`config.mk`:
```
export PLATFORM = sky130hd
export DESIGN_NAME = fan_period_meter
export DESIGN_NICKNAME = d
export VERILOG_FILES = /design/src/rtl/fpm_pkg.sv /design/src/rtl/fpm_input_filter.sv /design/src/rtl/fpm_control.sv /design/src/rtl/fpm_datapath.sv /design/src/rtl/fan_period_meter.sv
export SDC_FILE = /design/constraint.sdc
export NUM_CORES = 1
export LEC_CHECK = 0
export ABC_AREA = 0
export BUFFER_PORTS_ARGS = -buffer_cell sky130_fd_sc_hd__buf_4
export CAP_MARGIN = 40
export CORE_MARGIN = 1.5
export CORE_UTILIZATION = 50
export CTS_BUF_LIST = sky130_fd_sc_hd__clkbuf_4
export DETAILED_ROUTE_END_ITERATION = 8
export PLACE_DENSITY = 0.7
export SLEW_MARGIN = 20
export SYNTH_ARGS = -nofsm -noshare
export SYNTH_HDL_FRONTEND = slang
export SYNTH_SLANG_ARGS = --single-unit
```
`constraint.sdc`:
```
create_clock -name clk -period 4.5 [get_ports clk]
set_input_delay 0 -clock clk [delete_from_list [all_inputs] [get_ports clk]]
set_output_delay 0 -clock clk [all_outputs]
set_load 0.01 [all_outputs]
```
`src/rtl/fpm_pkg.sv`:
```
package fpm_pkg;

  typedef enum logic [1:0] {
    ST_IDLE = 2'd0,
    ST_ARM  = 2'd1,
    ST_RUN  = 2'd2
  } meterState_t;

  // edge-mode encodings seen on the edgeMode port
  localparam logic [1:0] EDGE_FALL = 2'd0;
  localparam logic [1:0] EDGE_RISE = 2'd1;
  localparam logic [1:0] EDGE_BOTH = 2'd2;

  // debounce code that bypasses the filter
  localparam logic [1:0] DEB_BYPASS = 2'd3;

  // strobes from control to datapath
  typedef struct packed {
    logic restart;  // clear period counter and prescaler
    logic capture;  // latch the next count value and run the limit compare
  } meterStrobe_t;

  // number of consecutive differing samples a debounce code asks for
  function automatic logic [1:0] debounceDepth(input logic [1:0] code);
    case (code)
      2'd0:    return 2'd3;
      2'd1:    return 2'd2;
      2'd2:    return 2'd1;
      default: return 2'd0;
    endcase
  endfunction

endpackage

```
`src/rtl/fpm_input_filter.sv`:
```
module fpm_input_filter #(
  parameter int SYNC_STAGES = 2
) (
  input  logic       clk,
  input  logic       rstN,
  input  logic       tachIn,
  input  logic [1:0] debounceCode,
  output logic       rawLevel,
  output logic       filtLevel
);
  import fpm_pkg::*;

  logic [SYNC_STAGES-1:0] syncChain;

  // synchronizer chain, one flop per stage
  genvar gi;
  generate
    for (gi = 0; gi < SYNC_STAGES; gi++) begin : g_sync
      if (gi == 0) begin : g_first
        always_ff @(posedge clk or negedge rstN) begin
          if (!rstN) syncChain[0] <= 1'b0;
          else       syncChain[0] <= tachIn;
        end
      end else begin : g_next
        always_ff @(posedge clk or negedge rstN) begin
          if (!rstN) syncChain[gi] <= 1'b0;
          else       syncChain[gi] <= syncChain[gi-1];
        end
      end
    end
  endgenerate

  assign rawLevel = syncChain[SYNC_STAGES-1];

  logic       heldLevel;
  logic [1:0] runLen;
  logic [1:0] depth;
  logic       bypass;

  assign depth  = debounceDepth(debounceCode);
  assign bypass = (debounceCode == DEB_BYPASS);

  always_ff @(posedge clk or negedge rstN) begin
    if (!rstN) begin
      heldLevel <= 1'b0;
      runLen    <= '0;
    end else if (bypass) begin
      heldLevel <= rawLevel;
      runLen    <= '0;
    end else if (rawLevel == heldLevel) begin
      runLen <= '0;
    end else if (runLen == depth - 2'd1) begin
      heldLevel <= rawLevel;
      runLen    <= '0;
    end else begin
      runLen <= runLen + 2'd1;
    end
  end

  assign filtLevel = bypass ? rawLevel : heldLevel;

endmodule

```
`src/rtl/fpm_control.sv`:
```
module fpm_control (
  input  logic                 clk,
  input  logic                 rstN,
  input  logic                 enable,
  input  logic [1:0]           edgeMode,
  input  logic                 filtLevel,
  input  logic                 satHit,
  output fpm_pkg::meterStrobe_t strobe,
  output logic                 valueUpdated,
  output logic                 fullMeasured
);
  import fpm_pkg::*;

  meterState_t state, nextState;
  logic        prevLevel;
  logic        riseEv, fallEv, timedEv;

  always_ff @(posedge clk or negedge rstN) begin
    if (!rstN) prevLevel <= 1'b0;
    else       prevLevel <= filtLevel;
  end

  assign riseEv = filtLevel & ~prevLevel;
  assign fallEv = ~filtLevel & prevLevel;

  always_comb begin
    case (edgeMode)
      EDGE_RISE: timedEv = riseEv;
      EDGE_BOTH: timedEv = riseEv | fallEv;
      default:   timedEv = fallEv;
    endcase
  end

  always_comb begin
    nextState      = state;
    strobe         = '0;
    case (state)
      ST_IDLE: begin
        strobe.restart = 1'b1;
        if (enable) nextState = ST_ARM;
      end
      ST_ARM: begin
        if (!enable) begin
          nextState = ST_IDLE;
        end else if (timedEv) begin
          strobe.restart = 1'b1;
          nextState      = ST_RUN;
        end else if (satHit) begin
          strobe.capture = 1'b1;
          nextState      = ST_RUN;
        end
      end
      ST_RUN: begin
        if (!enable) begin
          nextState = ST_IDLE;
        end else if (timedEv) begin
          strobe.capture = 1'b1;
          strobe.restart = 1'b1;
        end else if (satHit) begin
          strobe.capture = 1'b1;
        end
      end
      default: nextState = ST_IDLE;
    endcase
  end

  always_ff @(posedge clk or negedge rstN) begin
    if (!rstN) begin
      state        <= ST_IDLE;
      valueUpdated <= 1'b0;
      fullMeasured <= 1'b0;
    end else begin
      state        <= nextState;
      valueUpdated <= strobe.capture;
      if (nextState == ST_IDLE)  fullMeasured <= 1'b0;
      else if (strobe.capture)   fullMeasured <= 1'b1;
    end
  end

endmodule

```
`src/rtl/fpm_datapath.sv`:
```
module fpm_datapath #(
  parameter int COUNT_W = 20,
  parameter int EXP_W   = 4,
  parameter int MAX_EXP = 11
) (
  input  logic                  clk,
  input  logic                  rstN,
  input  fpm_pkg::meterStrobe_t strobe,
  input  logic [EXP_W-1:0]      prescaleExp,
  input  logic                  intEnable,
  input  logic                  limitInvert,
  input  logic [COUNT_W-1:0]    limitValue,
  input  logic                  intClearWr,
  output logic                  satHit,
  output logic [COUNT_W-1:0]    periodCount,
  output logic                  intFlag
);
  localparam int PRE_W = 2 * MAX_EXP;
  localparam logic [COUNT_W-1:0] CNT_MAX = '1;
  localparam logic [EXP_W-1:0]   EXP_CAP = EXP_W'(MAX_EXP);

  logic [EXP_W-1:0]   expUse;
  logic [PRE_W:0]     divSpan;
  logic [PRE_W-1:0]   preCnt;
  logic               tick;
  logic [COUNT_W-1:0] runCnt, countNext;
  logic               beyondLimit, setFlag;

  assign expUse  = (prescaleExp > EXP_CAP) ? EXP_CAP : prescaleExp;
  assign divSpan = (PRE_W+1)'(1) << {expUse, 1'b0};
  assign tick    = ({1'b0, preCnt} == divSpan - (PRE_W+1)'(1));

  assign countNext = (tick && runCnt != CNT_MAX) ? runCnt + COUNT_W'(1) : runCnt;
  assign satHit    = tick && (runCnt == CNT_MAX - COUNT_W'(1));

  always_ff @(posedge clk or negedge rstN) begin
    if (!rstN) begin
      preCnt <= '0;
      runCnt <= '0;
    end else if (strobe.restart) begin
      preCnt <= '0;
      runCnt <= '0;
    end else begin
      preCnt <= tick ? '0 : preCnt + PRE_W'(1);
      runCnt <= countNext;
    end
  end

  assign beyondLimit = limitInvert ? (countNext < limitValue) : (countNext > limitValue);
  assign setFlag     = strobe.capture && intEnable && (limitValue != '0) && beyondLimit;

  always_ff @(posedge clk or negedge rstN) begin
    if (!rstN) begin
      periodCount <= '0;
      intFlag     <= 1'b0;
    end else begin
      if (strobe.capture) periodCount <= countNext;
      if (setFlag)         intFlag <= 1'b1;
      else if (intClearWr) intFlag <= 1'b0;
    end
  end

endmodule

```
`src/rtl/fan_period_meter.sv`:
```
module fan_period_meter #(
  parameter int COUNT_W = 20,
  parameter int EXP_W   = 4,
  parameter int MAX_EXP = 11
) (
  input  logic               clk,
  input  logic               rstN,
  input  logic               enable,
  input  logic               intEnable,
  input  logic               limitInvert,
  input  logic [1:0]         debounceCode,
  input  logic [1:0]         edgeMode,
  input  logic [EXP_W-1:0]   prescaleExp,
  input  logic [COUNT_W-1:0] limitValue,
  input  logic               intClearWr,
  input  logic               tachIn,
  output logic               intFlag,
  output logic               rawLevel,
  output logic               filtLevel,
  output logic               valueUpdated,
  output logic               fullMeasured,
  output logic [COUNT_W-1:0] periodCount
);
  fpm_pkg::meterStrobe_t strobe;
  logic satHit;

  fpm_input_filter #(.SYNC_STAGES(2)) u_filter (
    .clk(clk), .rstN(rstN), .tachIn(tachIn), .debounceCode(debounceCode),
    .rawLevel(rawLevel), .filtLevel(filtLevel)
  );

  fpm_control u_ctrl (
    .clk(clk), .rstN(rstN), .enable(enable), .edgeMode(edgeMode),
    .filtLevel(filtLevel), .satHit(satHit), .strobe(strobe),
    .valueUpdated(valueUpdated), .fullMeasured(fullMeasured)
  );

  fpm_datapath #(.COUNT_W(COUNT_W), .EXP_W(EXP_W), .MAX_EXP(MAX_EXP)) u_dp (
    .clk(clk), .rstN(rstN), .strobe(strobe), .prescaleExp(prescaleExp),
    .intEnable(intEnable), .limitInvert(limitInvert), .limitValue(limitValue),
    .intClearWr(intClearWr), .satHit(satHit), .periodCount(periodCount),
    .intFlag(intFlag)
  );

endmodule

```
# After elaboration in Yosys (flattened, before gate mapping)
# Cells that the tools add are included.
# word_totals
output_inout_bits	25
regBits	73
elab_cells	85
inputBits	35
# op_classes
n_reduce_logical	13
n_eq_ne	13
add_sub_neg	5
magnitude_cmp	3
shift	1
muxes	33
bitwise	5
# ops
op	count
22-bit 2-to-1 mux	2
20-bit 2-to-1 mux	2
22-bit by 23-bit == test with 1-bit output	1
1-bit by 5-bit left shift with 23-bit output (first input constant)	1
23-bit by 1-bit subtractor with 23-bit output (second input constant)	1
22-bit by 1-bit adder with 22-bit output (second input constant)	1
20-bit by 1-bit adder with 20-bit output (second input constant)	1
20-bit == test (second input constant)	1
20-bit greater-than comparator	1
20-bit less-than comparator	1
2-bit 2-to-1 mux	10
20-bit != test (second input constant)	1
20-bit nonzero test	1
1-bit 2-to-1 mux	13
2-bit one-hot mux with 3 select lines	2
2-bit == test (second input constant)	4
2-bit by 1-bit == test with 1-bit output (second input constant)	3
2-bit zero test	3
2-bit nonzero test	3
1-bit logical AND	5
4-bit greater-than comparator (second input constant)	1
4-bit 2-to-1 mux	1
1-bit one-hot mux with 2 select lines	2
1-bit one-hot mux with 3 select lines	1
other kinds (9)	11

# Depth between registers and ports, before layout
# Gate-level depths: netlist (run 1).
# depth
depth_word	14
ltp_mapped	24
mapped_depth_nobuf	20

# Hierarchy
# From an unflattened synthesis (run 1), not the netlist that was laid out.
# unflattened
cells_unflattened	557
area_unflattened_um2	4964.8
# by_module_without_submodules
mod	n_inst	seq_area_each_um2	cells_each	area_each_um2
fpm_datapath	1	1576.5	490	4256.6
fpm_control	1	125.1	45	439.2
fpm_input_filter	1	125.1	22	269.0

# Least setup slack after synthesis (run 1)
# No wires, ideal clock.
# synth_timing
path_type	input-to-reg
start	in prescaleExp[3]
end	reg u_dp.intFlag
t_required_ps	4361
cell_stages	20
slack_ps	186
t_arrival_ps	4174
path_cell_list	buf_2 or4_1 ha_1 buf_2 o211a_1 nor3_1 mux2i_1 or4b_4 nor2_1 nand4b_1 xor2_1 inv_1 ha_1 a21o_1 a21o_1 a2111oi_0 o21ai_0 a31oi_1 xor2_1 o32ai_2
# synth_between
elab_cells_between_ends	22
cone_classes	1 x add/sub; 3 x order compare; 1 x eq/ne; 1 x shift; 10 x mux; 6 x reduce/logical
# synth_lines
element	line	text
from (decl)	fan_period_meter.sv:13	input logic [EXP_W-1:0] prescaleExp,
4-bit greater-than comparator	fpm_datapath.sv:29	assign expUse = (prescaleExp > EXP_CAP) ? EXP_CAP : prescaleExp;
4-bit 2-to-1 mux *	fpm_datapath.sv:29	
1-bit by 5-bit left shift with 23-bit output *	fpm_datapath.sv:30	assign divSpan = (PRE_W+1)'(1) << {expUse, 1'b0};
23-bit by 1-bit subtractor with 23-bit output *	fpm_datapath.sv:31	assign tick = ({1'b0, preCnt} == divSpan - (PRE_W+1)'(1));
22-bit by 23-bit == test with 1-bit output *	fpm_datapath.sv:31	
1-bit logical AND *	fpm_datapath.sv:33	assign countNext = (tick && runCnt != CNT_MAX) ? runCnt + COUNT_W'(1) : runCnt;
20-bit 2-to-1 mux *	fpm_datapath.sv:33	
named net u_dp.countNext[4]	fpm_datapath.sv:26	logic [COUNT_W-1:0] runCnt, countNext;
20-bit greater-than comparator or 20-bit less-than comparator (tied branches)	fpm_datapath.sv:49	assign beyondLimit = limitInvert ? (countNext < limitValue) : (countNext > limitValue);
1-bit 2-to-1 mux *	fpm_datapath.sv:49	
1-bit logical AND *	fpm_datapath.sv:50	assign setFlag = strobe.capture && intEnable && (limitValue != '0) && beyondLimit;
1-bit 2-to-1 mux or 2-bit nonzero test (tied branches)	n/a	
to (signal assigned)	fpm_datapath.sv:55	intFlag <= 1'b0;
to (signal assigned)	fpm_datapath.sv:58	if (setFlag) intFlag <= 1'b1;
to (signal assigned)	fpm_datapath.sv:59	else if (intClearWr) intFlag <= 1'b0;
to (decl)	fpm_datapath.sv:16	output logic intFlag
# Mark *: on every way through the listed nets, which the timed path passes. The rest lies on a longest branch.
# A chain may end at the register's enable or synchronous reset.

# Final worst setup path (run 1)
# layout_timing
start	reg u_dp.preCnt[10]
end	reg u_dp.intFlag
# layout_between
elab_cells_between_ends	18
cone_classes	2 x order compare; 1 x eq/ne; 9 x mux; 6 x reduce/logical
# layout_lines
element	line	text
from (decl)	fpm_datapath.sv:24	logic [PRE_W-1:0] preCnt;
from (signal assigned)	fpm_datapath.sv:44	preCnt <= tick ? '0 : preCnt + PRE_W'(1);
22-bit by 23-bit == test with 1-bit output *	fpm_datapath.sv:31	
1-bit logical AND *	fpm_datapath.sv:33	
20-bit 2-to-1 mux *	fpm_datapath.sv:33	
named net u_dp.countNext[13]	fpm_datapath.sv:26	
20-bit greater-than comparator or 20-bit less-than comparator (tied branches)	fpm_datapath.sv:49	
1-bit 2-to-1 mux *	fpm_datapath.sv:49	
1-bit logical AND *	fpm_datapath.sv:50	
1-bit 2-to-1 mux or 2-bit nonzero test (tied branches)	n/a	
# Marked as above.

==> results of run 1 <==
## timing repair
item                      in CTS  in global routing
gates resized for setup        0                  0
hold endpoints to repair      79                  0
hold buffers                   7                  0
## path summary, 6_finish.rpt
path                                        from                  to  slack, ns  cells after the start
max in group asynchronous                   rstN      u_dp.runCnt[0]       3.91                      3
min in group clk                 debounceCode[1]  u_filter.runLen[0]       0.02                      5
hold / removal                              rstN      u_dp.preCnt[0]       0.01                      2
setup / recovery                 u_dp.preCnt[10]        u_dp.intFlag       0.24                     18
setup reg to reg                 u_dp.preCnt[10]        u_dp.intFlag       0.24                     18
hold reg to reg            u_filter.syncChain[0]   u_filter.rawLevel       0.36                      0
## power breakdown
group          total (mW)  switching (mW)  internal, mW  leakage (nW)
clock network       0.527           0.243         0.285        0.0940
registers           0.724          0.0342         0.690          1.01
logic               0.441           0.272         0.168          1.88
## critical path, stage by stage (launching register included)
cell and delay (ns):
dfrtp_1 0.48, and3b_1 0.20, o41ai_1 0.44, o2111ai_1 0.19, a211o_1 0.35, nor4b_4 0.24, buf_4 0.22, nand4_1 0.12
xor2_1 0.23, inv_1 0.07, ha_1 0.29, a21o_1 0.16, a21oi_1 0.16, nor2_1 0.07, a211oi_1 0.26, o221ai_1 0.15
a31oi_1 0.19, xor2_1 0.20, o32ai_2 0.11
## through the flow
step	power [mW]	instances	util, %
2_1_floorplan	1.03	528	-
3_3_place_gp	1.14	719	59.1
3_5_place_dp	1.16	720	59.4
4_1_cts	1.70	743	62.0
5_1_grt	1.80	744	62.2
6_report	1.69	744	62.2
## sequential cells by signal, indices dropped and copies added, names as in the netlist, 2 cells and up
name and count:
u_filter.runLen 2, u_dp.preCnt 22, u_dp.periodCount 20, u_ctrl.state 2, u_dp.runCnt 20
## layout make-up
class	instances	area [sq um]	share of cell area [%]
Timing Repair Buffer	94	739	12.7
Clock buffer	10	75.1	1.29
Tap cell	129	161	2.77
Multi-Input combinational cell	376	2710	46.5
Inverter	56	210	3.61
Sequential cell	73	1830	31.4
Clock inverter	6	106	1.83
## cell families after synthesis
kind of cell	count (synthesis)
mux	5
fa+ha+maj	33
compound gates	82
xor+xnor	52
flops	73
simple gates	204
buf+inv	79
## per-layer routing
metal / track usage [%] / vias to the layer above / routed length, microns
li1: - / 1961 / -
met1: 29.6 / 1882 / 5060
met2: 36.5 / 89 / 4990
met3: 3.97 / 17 / 367
met4: 8.01 / 0 / 197
met5: 0 / - / 0
## cells in the final DEF (no fill, tap or decap), types with 17 or more instances in the layout
cell type and instances:
inv_1 54, ha_1 33, dfrtp_1 73, o21ai_2 20, nand2_1 24, xor2_1 35
nor2_1 66, nand2_2 19, xnor2_1 17, nand3_1 22, buf_4 85
==> metrics.md, run 1 <==
| Metric | Value |
|---|---|
| Outcome | `completed` |
| Most common cell in the netlist | `dfrtp_1` |
| Die Height | `102 microns` |
| Tightest Pin Transition | `0.644 ns` |
| Fmax achieved | `0.235 GHz` |
| Setup TNS | `0 ns` |
| Drt wl/cell | `14.3 microns` |
| CTS Sinks | `73` |
| Clock skew | `0.0187 ns` |
| Synth top area cells | `dfrtp_1 (37%), ha_1 (8.4%), xor2_1 (6.3%)` |
| Mapped Avg Cell Area | `9.27 sq um` |
| First-pass GRT wire length | `roughly 18,000 microns` |
| Worst slew margin | `56.6%` |
| Drt pass-1 iters | `5` |
| CTS H-Tree Depth | `3` |
| Die width | `roughly 100 microns` |
| Area added between synthesis and finish | `19.0%` |
| Register bit total from synthesis | `73` |
| Global route overflow | `0` |
| Pre-CTS setup slack | `-0.0383 ns` |
| Vias per inst | `5.31` |
| Worst vdd ir | `~0.18 mV` |
| Final setup vio count | `0` |
| Leakage power total | `2.98 nW` |
| Post-Route WL | `about 11,000 microns` |
| Initial Util | `52.3%` |
| Initial antenna violation count | `0` |
| Async SR Flop Fraction | `100%` |
| Fraction of synthesized area in multiplexers | `1.05%` |
| Synth Area in XOR/XNOR | `under 10%` |
| Simple-gate area share of the yosys netlist | `23.2%` |
| Vias in the first global route | `roughly 3,900` |
| # nets final | `slightly below 700` |
| Gp weighted congestion | `approximately 0.90` |
| Required @ worst endpoint | `4.82 ns` |
| Total Routing Usage GR | `22.3%` |
| Cell count after synthesis | `528` |
| Number of flops mapped to enable cells by yosys | `0` |
| Post-Syn Nets | `596` |
| Fin. Hold Viols | `0` |
| Min Hold Slack | `roughly 0.014 ns` |
| Port bufs | `a little under 60` |
| Post-DP Area | `5560 sq um` |
| Clk Latency, worst-skew pair | `~0.45 ns` |
| List of most frequent post-synthesis cells | `dfrtp_1 (73), nor2_1 (66), inv_1 (54)` |
| Diode count | `0` |
| Max-cap violations | `0` |
| # DRC | `0` |
| Die Area | `10,400 sq um` |
| Fill cells | `between 800 and 900` |
| Critical Path End Type | `flip-flop` |
| Max Transition Viols Final | `0` |
| CTS tree | `yes` |
| Num rows | `35` |
| Crit share post-route | `94.7%` |
| Fin area | `between 5000 and 6000 sq um` |
| Io pins | `60` |
| Main flop type after synthesis | `dfrtp_1` |
| Clk slew on worst S/H paths | `0.12 ns` |
| Post-route ant nets | `0` |
| Share of cells above drive strength 1 | `between 20% and 30%` |
| Clk buf depth | `2` |
| Proportion of netlist area held by the largest area contributor | `37.3%` |
| Startpoint types | `flip-flop` |
| Largest net degree at the start of global routing | `45` |
| Synth unique cells | `approximately 70` |
| Compound-Gate Fraction of Synth Area | `13.1%` |
| CP arrival | `4.58 ns` |
| Power Density | `roughly 290 nW/um^2` |
| Worst hold path class | `in2async` |
| Largest family of logic cells by synthesized area | `simple AND/OR/NAND/NOR gates` |
| Area leader, netlist | `dfrtp_1` |
| Warnings from Yosys | `0` |
| Register area share after synthesis | `a little under two fifths` |
| # Post-CTS Setup Buffers | `0` |
| Initial DRC count | `185` |
| Root Buffer | `clkbuf_4` |
| Crit Path Max Fanout | `11` |
| Core ar. | `9370 sq um` |
| Dpl hpwl | `slightly below 8000 microns` |
| Adder-cell share of the synthesized area | `around 8.4%` |
| Setup slack after layout | `0.238 ns` |
| Crit Path Category | `reg2reg` |
| RSZ-0062 raised after global routing | `no` |
| Syn Std Cell Area | `4900 sq um` |
| Crit path time final | `roughly 4.3 ns` |
| Via count | `3,949` |
| CTS Buf Count | `9` |
(Power assumes the default switching activity.)
==> inputs of run 2 (changes only) <==
CTS_BUF_LIST = sky130_fd_sc_hd__clkbuf_16   (was sky130_fd_sc_hd__clkbuf_4)
==> run 2 against run 1 <==
Sequential power about the same; highest routed layer unchanged; wire length decreased by 1.4%; global-route usage decreased by 0.26 points; hold slack about the same; final cell count decreased by 0.54%; non-clock buffer count decreased by 4; clock power increased by 54%; register-to-register slack got worse by 0.06 ns; largest cell class unchanged; largest power group is now clock; cell area increased by 2.0%; die area unchanged; clock skew decreased by 0.012 ns; first-iteration DRC count decreased by 16%.
==> metrics.md, run 2 (synthesis results as in run 1) <==
| Metric | Value |
|---|---|
| Initial DRC count | `156` |
| Worst Reg-to-Reg Cells | `18` |
| Worst hold path class | `in2reg` |
| Via count | `3,903` |
| Required @ worst endpoint | `roughly 4.7 ns` |
| # nets final | `674` |
| Power Density | `between 300 and 400 nW/um^2` |
| Global route overflow | `0` |
| Startpoint types | `flip-flop` |
| Flop2flop setup slack | `0.18 ns` |
| Initial Util | `52.3%` |
| Gp weighted congestion | `~0.9` |
| Largest net degree at the start of global routing | `45` |
| Max reg flops | `22` |
| CP endpoint | `u_dp.intFlag` |
| Post-Route WL | `approximately 10,000 microns` |
| Leakage power total | `3.04 nW` |
| Total Routing Usage GR | `22.0%` |
| RSZ-0062 raised after global routing | `no` |
| Share of cells above drive strength 1 | `25.7%` |
| Post-DP Area | `5560 sq um` |
| Outcome | `completed` |
| Hold buffer count at CTS | `3` |
| Io pins | `60` |
| Crit Path Max Fanout | `11` |
| Die Height | `102 microns` |
| Most frequent cells in the layout | `buf_4 (85), dfrtp_1 (73), nor2_1 (66), inv_1 (55), xor2_1 (35)` |
| First-pass GRT wire length | `18,000 microns` |
| Crit Path Category | `reg2reg` |
| Tightest Pin Transition | `0.650 ns` |
| Critical Path End Type | `flip-flop` |
| Initial antenna violation count | `0` |
| Drt wl/cell | `14.1 microns` |
| Clk slew on worst S/H paths | `0.06 ns` |
| Fill cells | `~800` |
| Clock skew | `0.00701 ns` |
| Worst slew margin | `56.2%` |
| Post-route ant nets | `0` |
| Area added between synthesis and finish | `21.3%` |
| Fin area | `5940 sq um` |
| CTS H-Tree Depth | `3` |
| CTS tree | `yes` |
| CP arrival | `4.51 ns` |
| Crit share post-route | `95.9%` |
| Most common cell after layout, fill and taps aside | `buf_4` |
| RR Endpoint | `u_dp.intFlag` |
| Die width | `around 100 microns` |
| Crit path time final | `4.32 ns` |
| Post-cts sizing count | `0` |
| Min Hold Slack | `0.0137 ns` |
| Final setup vio count | `0` |
| Die Area | `approximately 10,000 sq um` |
| CTS Sinks | `73` |
| # Post-CTS Setup Buffers | `0` |
| Inst Count DP | `720` |
| Largest registers | `u_dp.preCnt: 22 flops, u_dp.periodCount: 20 flops, u_dp.runCnt: 20 flops` |
| Root Buffer | `clkbuf_16` |
| Worst r2r src | `u_dp.preCnt[10]` |
| Clk Latency, worst-skew pair | `about 0.33 ns` |
| Num rows | `35` |
| Clk buf depth | `2` |
| Post-Layout Cell Count | `740` |
| Fin. Hold Viols | `0` |
| Diode count | `0` |
| Drt pass-1 iters | `4` |
| # DRC | `0` |
| Worst vdd ir | `0.182 mV` |
| Vias per inst | `approximately 5.3` |
| Max-cap violations | `0` |
| CTS Buf Count | `9` |
| Largest Register | `u_dp.preCnt` |
| Crit path launch | `u_dp.preCnt[10]` |
| Vias in the first global route | `3,955` |
| Core ar. | `9370 sq um` |
| Max Transition Viols Final | `0` |
| Fmax achieved | `0.232 GHz` |
| Dpl hpwl | `7930 microns` |
| Port bufs | `slightly below 60` |
[run 2: routing by layer]
layer	vias up	global-route usage, %	part of all wire [%]
li1	1952	-	-
met1	1869	29.5	49
met2	71	36.6	47
met3	11	3.90	3.4
met4	0	6.32	1.2
met5	-	0	0
[run 2: how the worst min path moves through the flow]
| stage | startpoint | to | cells after the start |
|---|---|---|---|
| floorplan | rstN | u_ctrl.fullMeasured | 0 |
| global placement | tachIn | u_filter.syncChain[0] | 1 |
| detailed placement | rstN | u_dp.preCnt[0] | 1 |
| CTS | intEnable | u_dp.intFlag | 3 |
| global route | intEnable | u_dp.intFlag | 3 |
| finish | intEnable | u_dp.intFlag | 3 |
[run 2: where the power goes]
part	internal [mW]	switching (mW)	leakage (nW)
combinational	0.166	0.272	1.87
clock	0.536	0.274	0.164
sequential	0.691	0.0344	1.01
[run 2: critical path, stage by stage (launching register included)]
cell and delay [ns]:
dfrtp_1 0.46, and3b_1 0.20, o41ai_1 0.47, o2111ai_1 0.20, a211o_1 0.35, nor4b_4 0.24, buf_4 0.22, nand4_1 0.12
xor2_1 0.24, inv_1 0.07, ha_1 0.29, a21o_1 0.16, a21oi_1 0.15, nor2_1 0.07, a211oi_1 0.26, o221ai_1 0.16
a31oi_1 0.19, xor2_1 0.20, o32ai_2 0.11
[run 2: cell type report]
| type | count | area [sq um] | share of cell area, % |
|---|---|---|---|
| repair buffers | 90 | 699 | 11.8 |
| inverters | 56 | 210 | 3.54 |
| well taps | 129 | 161 | 2.72 |
| clock inverters | 7 | 110 | 1.85 |
| multi-input cells | 376 | 2710 | 45.6 |
| flip-flops and latches | 73 | 1830 | 30.8 |
| clock buffers | 9 | 225 | 3.79 |
[run 2: per-stage QoR]
step | total power, mW | TNS, ns | setup WS (ns) | util (%)
2_1_floorplan | 1.03 | 0 | 0.186 | -
3_3_place_gp | 1.14 | 0 | 0.0776 | 59.1
3_5_place_dp | 1.16 | -0.0383 | -0.0383 | 59.4
4_1_cts | 1.98 | 0 | 0.296 | 63.3
5_1_grt | 2.08 | 0 | 0.0159 | 63.4
6_report | 1.97 | 0 | 0.183 | 63.4
==> inputs of run 3 (changes only) <==
CORE_ASPECT_RATIO = 0.7   (was unset)
==> run 3 against run 2 <==
Wire length grew 7.4%; clock skew about the same; setup slack better by 0.13 ns; combinational power is 2% lower; critical endpoint unchanged; largest cell class unchanged; largest power group is now sequential cells; highest routed layer unchanged.
==> metrics.md, run 3 (synthesis results as in run 1) <==
| Metric | Value |
|---|---|
| Startpoint types | `input pin` |
| CTS Buf Count | `9` |
| Initial antenna violation count | `0` |
| Setup TNS | `0 ns` |
| Post-Route WL | `11,200 microns` |
| First-pass GRT wire length | `between 15,000 and 20,000 microns` |
| CTS tree | `yes` |
| Largest net degree at the start of global routing | `47` |
| Critical Path End Type | `flip-flop` |
| Largest registers | `u_dp.preCnt: 22 flops, u_dp.periodCount: 20 flops, u_dp.runCnt: 20 flops` |
| Final setup vio count | `0` |
| Drt wl/cell | `15.3 microns` |
| Crit Path Max Fanout | `7` |
| Required @ worst endpoint | `4.70 ns` |
| Total Routing Usage GR | `23.2%` |
| Most frequent cells in the layout | `buf_4 (85), dfrtp_1 (73), nor2_1 (66), inv_1 (54), xor2_1 (35)` |
| CTS H-Tree Depth | `3` |
| Max-cap violations | `0` |
| RSZ-0062 raised after global routing | `no` |
| Worst r2r src | `u_dp.preCnt[6]` |
| Post-DP Area | `~5600 sq um` |
| Most common cell after layout, fill and taps aside | `buf_4` |
| RR Endpoint | `u_dp.intFlag` |
| Max Transition Viols Final | `0` |
| CP endpoint | `u_dp.intFlag` |
| Die width | `about 120 microns` |
| Leakage power total | `3.01 nW` |
| Clock skew | `0.00728 ns` |
| Clk buf depth | `2` |
| Fin. Hold Viols | `0` |
| # Post-CTS Setup Buffers | `0` |
| Crit share post-route | `about 93%` |
| Flop2flop setup slack | `0.32 ns` |
| Crit path launch | `prescaleExp[3]` |
| Die Area | `about 10,000 sq um` |
| Worst hold path class | `in2reg` |
| Initial Util | `a little over half` |
| Port bufs | `between 50 and 60` |
| Gp weighted congestion | `0.894` |
| Clk Latency, worst-skew pair | `0.34 ns` |
| Vias in the first global route | `3,911` |
| Worst Reg-to-Reg Cells | `18` |
| Worst vdd ir | `0.279 mV` |
| # DRC | `0` |
| Die Height | `85.8 microns` |
| CTS Sinks | `73` |
| Vias per inst | `5.37` |
| Diode count | `0` |
| Crit path time final | `~4.2 ns` |
| Clk slew on worst S/H paths | `0.06 ns` |
| Max reg flops | `22` |
| Core ar. | `9290 sq um` |
| Via count | `between 3,000 and 4,000` |
| Root Buffer | `clkbuf_16` |
| # nets final | `around 670` |
| Dpl hpwl | `8340 microns` |
| Area added between synthesis and finish | `20.5%` |
| Outcome | `completed` |
| Largest Register | `u_dp.preCnt` |
| Initial DRC count | `208` |
| Num rows | `29` |
| CP arrival | `4.39 ns` |
| Tightest Pin Transition | `0.786 ns` |
| Post-route ant nets | `0` |
| Fill cells | `824` |
| Share of cells above drive strength 1 | `26.2%` |
| Global route overflow | `0` |
| Worst slew margin | `47.6%` |
| Setup slack after layout | `0.309 ns` |
| Power Density | `317 nW/um^2` |
| Drt pass-1 iters | `5` |
| Fin area | `5900 sq um` |
| Io pins | `60` |
| Fmax achieved | `around 0.24 GHz` |
| Pre-CTS setup slack | `-0.0838 ns` |
| Crit Path Category | `in2reg` |
run 3: how the worst min path moves through the flow:
| stage | from | end | slack (ns) | cells past startpoint |
|---|---|---|---|---|
| after floorplan | rstN | u_ctrl.fullMeasured | -0.30 | 0 |
| after global placement | tachIn | u_filter.syncChain[0] | 0.11 | 1 |
| after detailed placement | rstN | u_dp.preCnt[1] | -0.05 | 1 |
| after CTS | intEnable | u_dp.intFlag | 0.009 | 3 |
| after global routing | intEnable | u_dp.intFlag | 0.01 | 3 |
| final | intEnable | u_dp.intFlag | 0.01 | 3 |
run 3: timing repair:
action                                  CTS  global route
hold buffers                              3             0
endpoints found under the hold margin    75             0
endpoints found under the setup margin    0             1
gates resized for setup                   0             3
run 3: cell type report:
type,count,area (sq um),area share [%]
repair buffers,89,696,11.8
multi-input cells,376,2720,46.1
flip-flops and latches,73,1830,31.0
inverters,56,210,3.56
well taps,124,155,2.63
clock buffers,9,225,3.82
clock inverters,7,68.8,1.17
run 3: critical path, stage by stage:
cell and delay (ns):
buf_4 0.11, or4_1 0.57, ha_2 0.27, xor2_1 0.18, a31o_2 0.25, nor4_1 0.26, nand4b_1 0.19, nor4b_4 0.36
buf_4 0.20, nand4_1 0.10, xor2_1 0.22, inv_1 0.07, ha_1 0.29, a21o_1 0.16, a21oi_1 0.16, nor2_1 0.07
a211oi_1 0.29, o221ai_1 0.15, a31oi_1 0.19, xor2_1 0.19, o32ai_2 0.10
run 3: metrics by stage:
stage | total power [mW] | hold WS, ns | util [%] | instances
floorplan | 1.03 | -0.296 | - | 528
global placement | 1.14 | 0.111 | 59.6 | 714
detailed placement | 1.16 | -0.0473 | 59.9 | 715
CTS | 1.89 | 0.00875 | 63.4 | 734
global route | 1.97 | 0.0141 | 63.5 | 734
finish | 1.87 | 0.0142 | 63.5 | 734
run 3: power breakdown:
part           switching, mW  total [mW]  internal, mW
clock network          0.286       0.713         0.428
logic                  0.275       0.430         0.155
registers             0.0347       0.726         0.691
run 3: layer usage:
layer / track usage (%) / wire length [microns] / vias to the layer above
li1: - / - / 1952
met1: 32.6 / 5680 / 1893
met2: 35.4 / 4920 / 89
met3: 5.32 / 528 / 9
met4: 8.13 / 106 / 0
met5: 0 / 0 / -
